[src/rtl/wdog_rst_pkg.sv]
package wdog_rst_pkg;
  localparam int unsigned CFG_W   = 32;
  localparam int unsigned KEY_MSB = 31;
  localparam int unsigned KEY_LSB = 24;
  localparam int unsigned LVL_BIT = 31;
  localparam int unsigned DRV_BIT = 30;

  localparam logic [7:0] KEY_LVL_HIGH = 8'hA5;
  localparam logic [7:0] KEY_LVL_LOW  = 8'h5A;
  localparam logic [7:0] KEY_DRV_PP   = 8'hA8;
  localparam logic [7:0] KEY_DRV_OD   = 8'h8A;

  typedef enum logic [1:0] {
    FLAG_KEEP = 2'd0,
    FLAG_SET  = 2'd1,
    FLAG_CLR  = 2'd2
  } flag_op_e;

  typedef enum logic {
    PS_IDLE = 1'b0,
    PS_BUSY = 1'b1
  } pulse_state_e;
endpackage

[src/rtl/wdog_rst_sync.sv]
module wdog_rst_sync #(
  parameter int unsigned STAGES = 2
) (
  input  logic clk,
  input  logic rst_n,
  output logic rst_n_sync
);
  logic [STAGES-1:0] chain_q;
  logic [STAGES-1:0] chain_d;

  always_comb begin
    chain_d = {chain_q[STAGES-2:0], 1'b1};
  end

  always_ff @(posedge clk or negedge rst_n) begin
    if (!rst_n) chain_q <= '0;
    else        chain_q <= chain_d;
  end

  assign rst_n_sync = chain_q[STAGES-1];
endmodule

[src/rtl/wdog_rst_cfg.sv]
module wdog_rst_cfg
  import wdog_rst_pkg::*;
#(
  parameter int unsigned     LEN_W   = 20,
  parameter logic [LEN_W-1:0] RST_LEN = LEN_W'(255)
) (
  input  logic             clk,
  input  logic             rst_n,
  input  logic             wr_en,
  input  logic [CFG_W-1:0] wr_data,
  output logic [LEN_W-1:0] len_q,
  output logic             lvl_q,
  output logic             drv_q,
  output logic [CFG_W-1:0] rd_word
);
  localparam int unsigned PAD_W = CFG_W - 2 - LEN_W;

  logic [7:0]       key;
  flag_op_e         lvl_op, drv_op;
  logic [LEN_W-1:0] len_d;
  logic             lvl_d, drv_d;

  assign key = wr_data[KEY_MSB:KEY_LSB];

  always_comb begin
    lvl_op = FLAG_KEEP;
    drv_op = FLAG_KEEP;
    unique case (key)
      KEY_LVL_HIGH: lvl_op = FLAG_SET;
      KEY_LVL_LOW:  lvl_op = FLAG_CLR;
      KEY_DRV_PP:   drv_op = FLAG_SET;
      KEY_DRV_OD:   drv_op = FLAG_CLR;
      default: ;
    endcase
  end

  function automatic logic apply_op(input flag_op_e op, input logic cur);
    case (op)
      FLAG_SET: apply_op = 1'b1;
      FLAG_CLR: apply_op = 1'b0;
      default:  apply_op = cur;
    endcase
  endfunction

  always_comb begin
    len_d = len_q;
    lvl_d = lvl_q;
    drv_d = drv_q;
    if (wr_en) begin
      len_d = wr_data[LEN_W-1:0];
      lvl_d = apply_op(lvl_op, lvl_q);
      drv_d = apply_op(drv_op, drv_q);
    end
  end

  always_ff @(posedge clk or negedge rst_n) begin
    if (!rst_n) begin
      len_q <= RST_LEN;
      lvl_q <= 1'b0;
      drv_q <= 1'b0;
    end else if (wr_en) begin
      len_q <= len_d;
      lvl_q <= lvl_d;
      drv_q <= drv_d;
    end
  end

  generate
    if (PAD_W > 0) begin : g_pad
      assign rd_word = {lvl_q, drv_q, {PAD_W{1'b0}}, len_q};
    end else begin : g_nopad
      assign rd_word = {lvl_q, drv_q, len_q};
    end
  endgenerate
endmodule

[src/rtl/wdog_rst_pulse.sv]
module wdog_rst_pulse
  import wdog_rst_pkg::*;
#(
  parameter int unsigned LEN_W = 20
) (
  input  logic             clk,
  input  logic             rst_n,
  input  logic             start,
  input  logic             tick,
  input  logic [LEN_W-1:0] len,
  output logic             busy
);
  pulse_state_e     state_q, state_d;
  logic [LEN_W-1:0] cnt_q, cnt_d;
  logic             cnt_en;

  always_comb begin
    state_d = state_q;
    cnt_d   = cnt_q;
    unique case (state_q)
      PS_IDLE: begin
        if (start) begin
          state_d = PS_BUSY;
          cnt_d   = len;
        end
      end
      PS_BUSY: begin
        if (tick) begin
          if (cnt_q == '0) state_d = PS_IDLE;
          else             cnt_d   = cnt_q - 1'b1;
        end
      end
      default: state_d = PS_IDLE;
    endcase
  end

  assign cnt_en = (state_q == PS_IDLE) ? start : tick;

  always_ff @(posedge clk or negedge rst_n) begin
    if (!rst_n) begin
      state_q <= PS_IDLE;
      cnt_q   <= '0;
    end else if (cnt_en) begin
      state_q <= state_d;
      cnt_q   <= cnt_d;
    end
  end

  assign busy = (state_q == PS_BUSY);
endmodule

[src/rtl/wdog_rst_pad.sv]
module wdog_rst_pad (
  input  logic busy,
  input  logic lvl_high,
  input  logic push_pull,
  output logic pin,
  output logic pin_oe
);
  always_comb begin
    pin    = busy ? lvl_high : ~lvl_high;
    pin_oe = push_pull | busy;
  end
endmodule

[src/rtl/wdog_rst_shaper.sv]
module wdog_rst_shaper
  import wdog_rst_pkg::*;
#(
  parameter int unsigned LEN_W       = 20,
  parameter int unsigned RST_LEN     = 255,
  parameter int unsigned SYNC_STAGES = 2
) (
  input  logic        clk,
  input  logic        rst_n,
  input  logic        cfg_we,
  input  logic [31:0] cfg_wdata,
  output logic [31:0] cfg_rdata,
  input  logic        tick,
  input  logic        trig,
  output logic        pulse_active,
  output logic        rst_out,
  output logic        rst_oe
);
  logic             rst_n_sync;
  logic [LEN_W-1:0] len_q;
  logic             lvl_q, drv_q;

  wdog_rst_sync #(.STAGES(SYNC_STAGES)) u_sync (
    .clk        (clk),
    .rst_n      (rst_n),
    .rst_n_sync (rst_n_sync)
  );

  wdog_rst_cfg #(.LEN_W(LEN_W), .RST_LEN(LEN_W'(RST_LEN))) u_cfg (
    .clk     (clk),
    .rst_n   (rst_n_sync),
    .wr_en   (cfg_we),
    .wr_data (cfg_wdata),
    .len_q   (len_q),
    .lvl_q   (lvl_q),
    .drv_q   (drv_q),
    .rd_word (cfg_rdata)
  );

  wdog_rst_pulse #(.LEN_W(LEN_W)) u_pulse (
    .clk   (clk),
    .rst_n (rst_n_sync),
    .start (trig),
    .tick  (tick),
    .len   (len_q),
    .busy  (pulse_active)
  );

  wdog_rst_pad u_pad (
    .busy      (pulse_active),
    .lvl_high  (lvl_q),
    .push_pull (drv_q),
    .pin       (rst_out),
    .pin_oe    (rst_oe)
  );
endmodule

[config.mk]
export PLATFORM = sky130hd
export DESIGN_NAME = wdog_rst_shaper
export DESIGN_NICKNAME = d
export VERILOG_FILES = /design/src/rtl/wdog_rst_pkg.sv /design/src/rtl/wdog_rst_sync.sv /design/src/rtl/wdog_rst_cfg.sv /design/src/rtl/wdog_rst_pulse.sv /design/src/rtl/wdog_rst_pad.sv /design/src/rtl/wdog_rst_shaper.sv
export SDC_FILE = /design/constraint.sdc
export NUM_CORES = 1
export LEC_CHECK = 0
export ABC_AREA = 1
export BUFFER_PORTS_ARGS = -buffer_cell sky130_fd_sc_hd__buf_2
export CAP_MARGIN = 10
export CORE_ASPECT_RATIO = 0.7
export CORE_MARGIN = 2
export CORE_UTILIZATION = 40
export CTS_CLUSTER_DIAMETER = 80
export DETAILED_ROUTE_END_ITERATION = 7
export SYNTH_ARGS = -nofsm -noshare
export SYNTH_HDL_FRONTEND = slang
export SYNTH_SLANG_ARGS = --single-unit
[constraint.sdc]
create_clock -name clk -period 3.2 [get_ports clk]
set_input_delay 0.32 -clock clk [delete_from_list [all_inputs] [get_ports clk]]
set_output_delay 0.32 -clock clk [all_outputs]
set_load 0.02 [all_outputs]
==> results.md, run 1 <==
* Antenna diodes at 0
* Crit Path Max Fanout at 5
* Crit end category: register
* CTS tree: done
* Share of post-route cells with drive strength above 1 at 21.0%
* Syn. warnings at 0
* Top Family by Delay on Critical Path: simple AND/OR/NAND/NOR gates
* Async S/R FF share, synth at 100%
* Worst R2R Start: u_pulse.cnt_q[0]
* RSZ-0062 raised after global routing: no
* Post-synth EDFFs at 0
* Post-synthesis cell type count at 30
* Hold buffers post-CTS at 1
* Synth Cell Area at 0.00262 mm²
* Worst Path Buf+Inv at 1
* WHS at 190 ps
* CTS clk-pin slew, worst paths at 100 ps
* Startpoint types: register
* Most used cell along the critical path: nand2_1
* Gp weighted congestion at 0.804
* CP required at 3390 ps
* Slew Limit Headroom at 36.5%
* DIE AREA at 0.00722 mm²
* GRT Total Usage at 18.4%
* GR Overflow Total at 0
* Most numerous cell in the Yosys netlist: nand2_1
* Worst clock skew at 11.0 ps
* Antenna violations before repair at 0
* Count of state elements after synthesis at 45
* Row count at 24
* TNS Setup at 0 ps
* Status: finished, final reports clean
* PostCTS Resize Cnt at 0
* Num CTS Buffers at 5
* Routed len/inst at 12.6 µm
* IO buf count at 57
* Cell accounting for the most synthesized area: dfrtp_1
* First-pass GRT wire length at 10.4 mm
* Hold path startpoint: tick
* Post-synth top area share at 35.4%
* Clk buf depth at 2
* Clk_lat worst skew at 300 ps
* Die height at 71.7 µm
* Largest net degree at the start of global routing at 44
* Crit path kind: reg -> reg
* F_max at 579 MHz
* Synth top cells by count: nand2_1 (112), inv_1 (42), o21ai_0 (40)
* Vias in the first global route at 2209
* Peak VDD IR at 0.248 mV
* Layout Nets at 450
* Initial Util at 41.7%
* Top_reg_cell synth: dfrtp_1
* Final Power at 2120 µW
* Measured slew at the worst slew-check pin at 952 ps
* Crit share post-route at 54.0%
* Fillers at 638
* Clock root cell: clkbuf_8
* Worst EP arrival at 1920 ps
* Top cells by area, synth: dfrtp_1 (35%), nand2_1 (16%), dfstp_2 (8.0%)
* Initial DRT Pass Iterations at 6
* Hold Fails Final Rpt at 0
* Setup Buffers After CTS at 0
* # setup viols final at 0
* First DRT Iteration DRCs at 105
* Leakage at 0.00157 µW
* Drt drc at 0
* Total Wirelength at 6.16 mm
* CP cell instances: inv_1 > ha_1 > nand3_1 > nor2_1 > nand2_1 > nand3_1 > nand2_1 > nand2_1 > nand2_1
* Pre-CTS setup slack at 1500 ps
* Sequential area share after synthesis at 43.4%
* CP startpoint: u_pulse.cnt_q[0]
* Max incr delay on CP at 390 ps
* DR vias/cell at 4.80
* Core area at 0.00628 mm²
* Clock Sinks at 45
* Slowest cell on crit path: dfrtp_1
* Via count at 2340
* CTS H-Tree Depth at 2
* DRT antenna net count at 0
* Mean Syn Cell Area at 7.35 µm²
* Dpl hpwl at 4.55 mm
* Synth-to-Final Area Change at 14.2%
* Slew Limit Fails at 0
* I/O Pins at 72
* Min-delay worst type: in -> reg
* Power Dens Cells at 709 mW/mm²
* Placed insts at 479
* Fin cells at 488
* Crit path time final at 1730 ps
* Maxcap violations at 0
* Setup WS post-layout at 1470 ps
* Die W at 101 µm
* Synth Instances at 356
==> registers in the layout, summed over array words and instances, names as in the netlist <==
register and cells:
u_cfg.len_q 20, u_pulse.cnt_q 20, u_sync.chain_q 2, u_cfg.drv_q 1, u_cfg.lvl_q 1, u_pulse.busy 1
==> power breakdown <==
group,switching [µW],internal (µW)
sequential,161,724
combinational,571,300
clock,209,156
total,941,1180
==> worst paths after layout <==
kind                       slack, ps           endpoint  cells past startpoint
max                             1470  u_pulse.cnt_q[10]                      9
min                              190       u_pulse.busy                      2
max reg2reg                     1470  u_pulse.cnt_q[10]                      9
min reg2reg                      360  u_sync.chain_q[1]                      0
max in group asynchronous       2170    u_cfg.len_q[15]                      0
min in group asynchronous        320  u_sync.chain_q[1]                      2
==> final cells by class <==
class / instances / area [µm²] / area share (%)
Multi-Input combinational cell: 255 / 1200 / 40.0
Sequential cell: 45 / 1140 / 38.0
Timing Repair Buffer: 59 / 303 / 10.1
Inverter: 43 / 166 / 5.56
Tap cell: 78 / 97.6 / 3.26
Clock buffer: 6 / 72.6 / 2.43
Clock inverter: 2 / 16.3 / 0.544
==> layout by cell type, fill, tap and decap left out, types with 2 or more instances in the layout <==
cell type  synthesis  final
buf_2              0     57
nand2_4            2      2
a21oi_1            6      6
nand4_1            5      5
or2_2              2      2
dfstp_2            8      8
nor2_1            31     31
dfrtp_1           37     36
nor3_1             2      2
nand2_1          112    112
xnor2_1            3      3
a31oi_1            2      2
o21ai_0           40     40
ha_1               4      4
nand3_1           22     22
mux2_2             5      5
conb_1             2     11
inv_1             42     42
clkbuf_8           0      5
==> layer usage <==
| metal | track usage, % | vias up | share of wire, % |
|---|---|---|---|
| li1 | - | 1211 | - |
| met1 | 28.2 | 1056 | 55 |
| met2 | 26.3 | 67 | 38 |
| met3 | 4.39 | 6 | 6.6 |
| met4 | 4.11 | 0 | 0.54 |
| met5 | 0 | - | 0 |
==> cell families after synthesis <==
family	count (synthesis)	synth area share (%)
AO/OA/AOI/OAI	50	9.75
flip-flops	45	43.4
buffers and inverters	65	12.1
other	2	0.287
adder cells (fa/ha/maj)	4	1.91
XOR/XNOR	4	1.34
AND/OR/NAND/NOR	181	29.0
multiplexers	5	2.15
==> per-stage QoR <==
stage / util (%) / cell area (µm²)
after floorplan: - / 2650
after global placement: 46.1 / 2890
after detailed placement: 46.1 / 2890
after CTS: 47.6 / 2990
after global routing: 47.6 / 2990
final: 47.6 / 2990
Power figures use the tool's default switching activity.
==> inputs of run 2 (changes only) <==
--- a/config.mk
+++ b/config.mk
@@ -13,6 +13,7 @@
 export CORE_UTILIZATION = 40
 export CTS_CLUSTER_DIAMETER = 80
 export DETAILED_ROUTE_END_ITERATION = 7
+export PLACE_DENSITY = 0.66
 export SYNTH_ARGS = -nofsm -noshare
 export SYNTH_HDL_FRONTEND = slang
 export SYNTH_SLANG_ARGS = --single-unit
==> constraint.sdc (replaced) <==
create_clock -name clk -period 1.55 [get_ports clk]
set_input_delay 0.155 -clock clk [delete_from_list [all_inputs] [get_ports clk]]
set_output_delay 0.155 -clock clk [all_outputs]
set_load 0.02 [all_outputs]
==> run 2 against run 1 <==
Against the previous run:
- critical path depth shrank 6
- via count grew 7.1%
- clock skew shrank 5.9 ps
==> results.md, run 2 (same netlist as run 1, synthesis figures left out) <==
* Status: finished, final reports clean (unchanged)
* Core area at 0.00628 mm² (unchanged)
* CP cell instances: buf_8 > or2_2 > buf_2 (was inv_1 > ha_1 > nand3_1 > nor2_1 > nand2_1 > nand3_1 > nand2_1 > nand2_1 > nand2_1)
* Slowest cell on crit path: dfrtp_2 (was dfrtp_1)
* Sw power at 2220 µW (was 941 µW)
* CTS clk-pin slew, worst paths at 90 ps (was 100 ps)
* Total Wirelength at 6.88 mm (was 6.16 mm)
* Synth-to-Final Area Change at 28.3% (was 14.2%)
* DRT antenna net count at 0 (unchanged)
* Clock root cell: clkbuf_8 (unchanged)
* CTS tree: done (unchanged)
* Slew Limit Fails at 0 (unchanged)
* Worst clock skew at 5.10 ps (was 11.0 ps)
* Clock Sinks at 45 (unchanged)
* GRT Total Usage at 19.5% (was 18.4%)
* RSZ-0062 raised after global routing: yes (was no)
* Sw Share at 43.0% (was 44.4%)
* Share of post-route cells with drive strength above 1 at 32.1% (was 21.0%)
* # setup viols final at 0 (unchanged)
* Antenna violations before repair at 0 (unchanged)
* Crit end category: primary output (was register)
* Most frequent cells in the layout: nand2_1 (112), buf_2 (57), inv_1 (40) (was nand2_1 (112), buf_2 (57), inv_1 (42))
* Clk buf depth at 2 (unchanged)
* Vias in the first global route at 2329 (was 2209)
* Die W at 101 µm (unchanged)
* Crit share post-route at 98.5%
* I/O Pins at 72 (unchanged)
* Multi-input gate area at 0.00128 mm² (was 0.00120 mm²)
* Die height at 71.7 µm (unchanged)
* CP required at 1390 ps (was 3390 ps)
* DIE AREA at 0.00722 mm² (unchanged)
* Gp weighted congestion at 0.875 (was 0.804)
* First DRT Iteration DRCs at 137 (was 105)
* Layout Nets at 482 (was 450)
* Peak VDD IR at 0.554 mV (was 0.248 mV)
* Startpoint types: register (unchanged)
* IO buf count at 57 (unchanged)
* Register Area at 0.00114 mm² (about the same)
* Fillers at 618 (was 638)
* Crit Path Max Fanout at 23 (was 5)
* Clock network power share at 15.6% (was 17.2%)
* CTS H-Tree Depth at 2 (unchanged)
* Commonest non-fill, non-tap cell in the layout: nand2_1 (unchanged)
* Largest net degree at the start of global routing at 44 (unchanged)
* Antenna diodes at 0 (unchanged)
* Maxcap violations at 0 (unchanged)
* DR vias/cell at 4.82 (was 4.80)
* Fin cells at 520 (was 488)
* Drt drc at 0 (unchanged)
* Cell Int Power at 2950 µW (was 1180 µW)
* Combinational share of power at 49.1% (was 41.1%)
* Crit path time final at 1530 ps
* Max incr delay on CP at 440 ps (was 390 ps)
* F_max at 655 MHz
* Dpl hpwl at 5.00 mm (was 4.55 mm)
* Placed insts at 504 (was 479)
* Leakage at 0.00175 µW (was 0.00157 µW)
* Min-delay worst type: in -> reg (unchanged)
* Hold Fails Final Rpt at 0 (unchanged)
* Crit path kind: reg -> out (was reg -> reg)
* Worst EP arrival at 1370 ps (was 1920 ps)
* Row count at 24 (unchanged)
* Clk_lat worst skew at 300 ps (about the same)
* Power Dens Cells at 1540 mW/mm² (was 709 mW/mm²)
* Reg power frac at 35.3% (was 41.7%)
* Routed len/inst at 13.2 µm (was 12.6 µm)
* Num CTS Buffers at 5 (unchanged)
* Initial Util at 41.7% (unchanged)
* Initial DRT Pass Iterations at 4 (was 6)
* TNS Setup at 0 ps (unchanged)
* Largest registers: u_cfg.len_q (20), u_pulse.cnt_q (20), u_sync.chain_q (2) (unchanged)
* Via count at 2507 (was 2340)
* GR Overflow Total at 0 (unchanged)
* First-pass GRT wire length at 10.9 mm (was 10.4 mm)
-- run 2: layer usage --
metal  wire length (µm)  part of all wire [%]  track usage, %
met1               3240                    47            29.2
met2               2990                    43            27.9
met3                615                   8.9            4.98
met4                 34                  0.49            5.02
met5                  0                     0               0
-- run 2: power by group through the flow --
stage | Combinational (µW) | Sequential, µW | Clock (µW)
2_1_floorplan | 1370 | 1830 | 0
3_3_place_gp | 2150 | 1760 | 0
3_5_place_dp | 2220 | 1760 | 0
4_1_cts | 2290 | 1760 | 819
5_1_grt | 2850 | 1870 | 858
6_report | 2540 | 1820 | 804
-- run 2: what timing repair did --
| action | 4_1_cts | 5_1_grt |
|---|---|---|
| hold endpoints to repair | 2 | 0 |
| gates resized for setup | 12 | 29 |
| pin swaps | 1 | 7 |
| setup buffers | 2 | 4 |
| hold buffers | 1 | 0 |
| gates cloned | 1 | 0 |
| setup endpoints to repair | 23 | 22 |
-- run 2: metrics by stage --
step / total power, µW / setup WS, ps / util, % / hold slack (ps) / cell area (µm²)
floorplan: 3190 / 111 / - / -141 / 2650
CTS: 4870 / 12.8 / 51.8 / 30.1 / 3250
global route: 5570 / -67.0 / 53.5 / 38.4 / 3360
global placement: 3920 / -22.6 / 49.3 / -59.4 / 3090
detailed placement: 3980 / -93.3 / 49.3 / -53.4 / 3090
finish: 5170 / 22.7 / 53.5 / 35.5 / 3360
-- run 2: final timing paths --
path	slack (ps)	start	endpoint	cells after the start
max	20	u_pulse.busy	rst_oe	3
min	40	tick	u_pulse.busy	2
max reg2reg	40	u_pulse.busy	u_pulse.cnt_q[12]	6
min reg2reg	240	u_sync.chain_q[1]	u_cfg.drv_q	1
min in group asynchronous	170	rst_n	u_sync.chain_q[0]	2
max in group asynchronous	1020	u_sync.chain_q[1]	u_cfg.len_q[5]	1
-- run 2: critical path: cells and delay by family (launching register included) --
| kind | cells | cell delay (ps) |
|---|---|---|
| and+or+nand+nor | 1 | 290 |
| buffers and inverters | 2 | 330 |
| DFF | 1 | 440 |
-- run 2: layout make-up --
class | count | area share (%)
multi-input combinational | 255 | 38.2
sequential | 45 | 34.1
timing repair buffer | 90 | 16.5
inverter | 43 | 5.03
tap | 78 | 2.91
clock buffer | 6 | 2.46
clock inverter | 2 | 0.522
timing repair inverter | 1 | 0.335
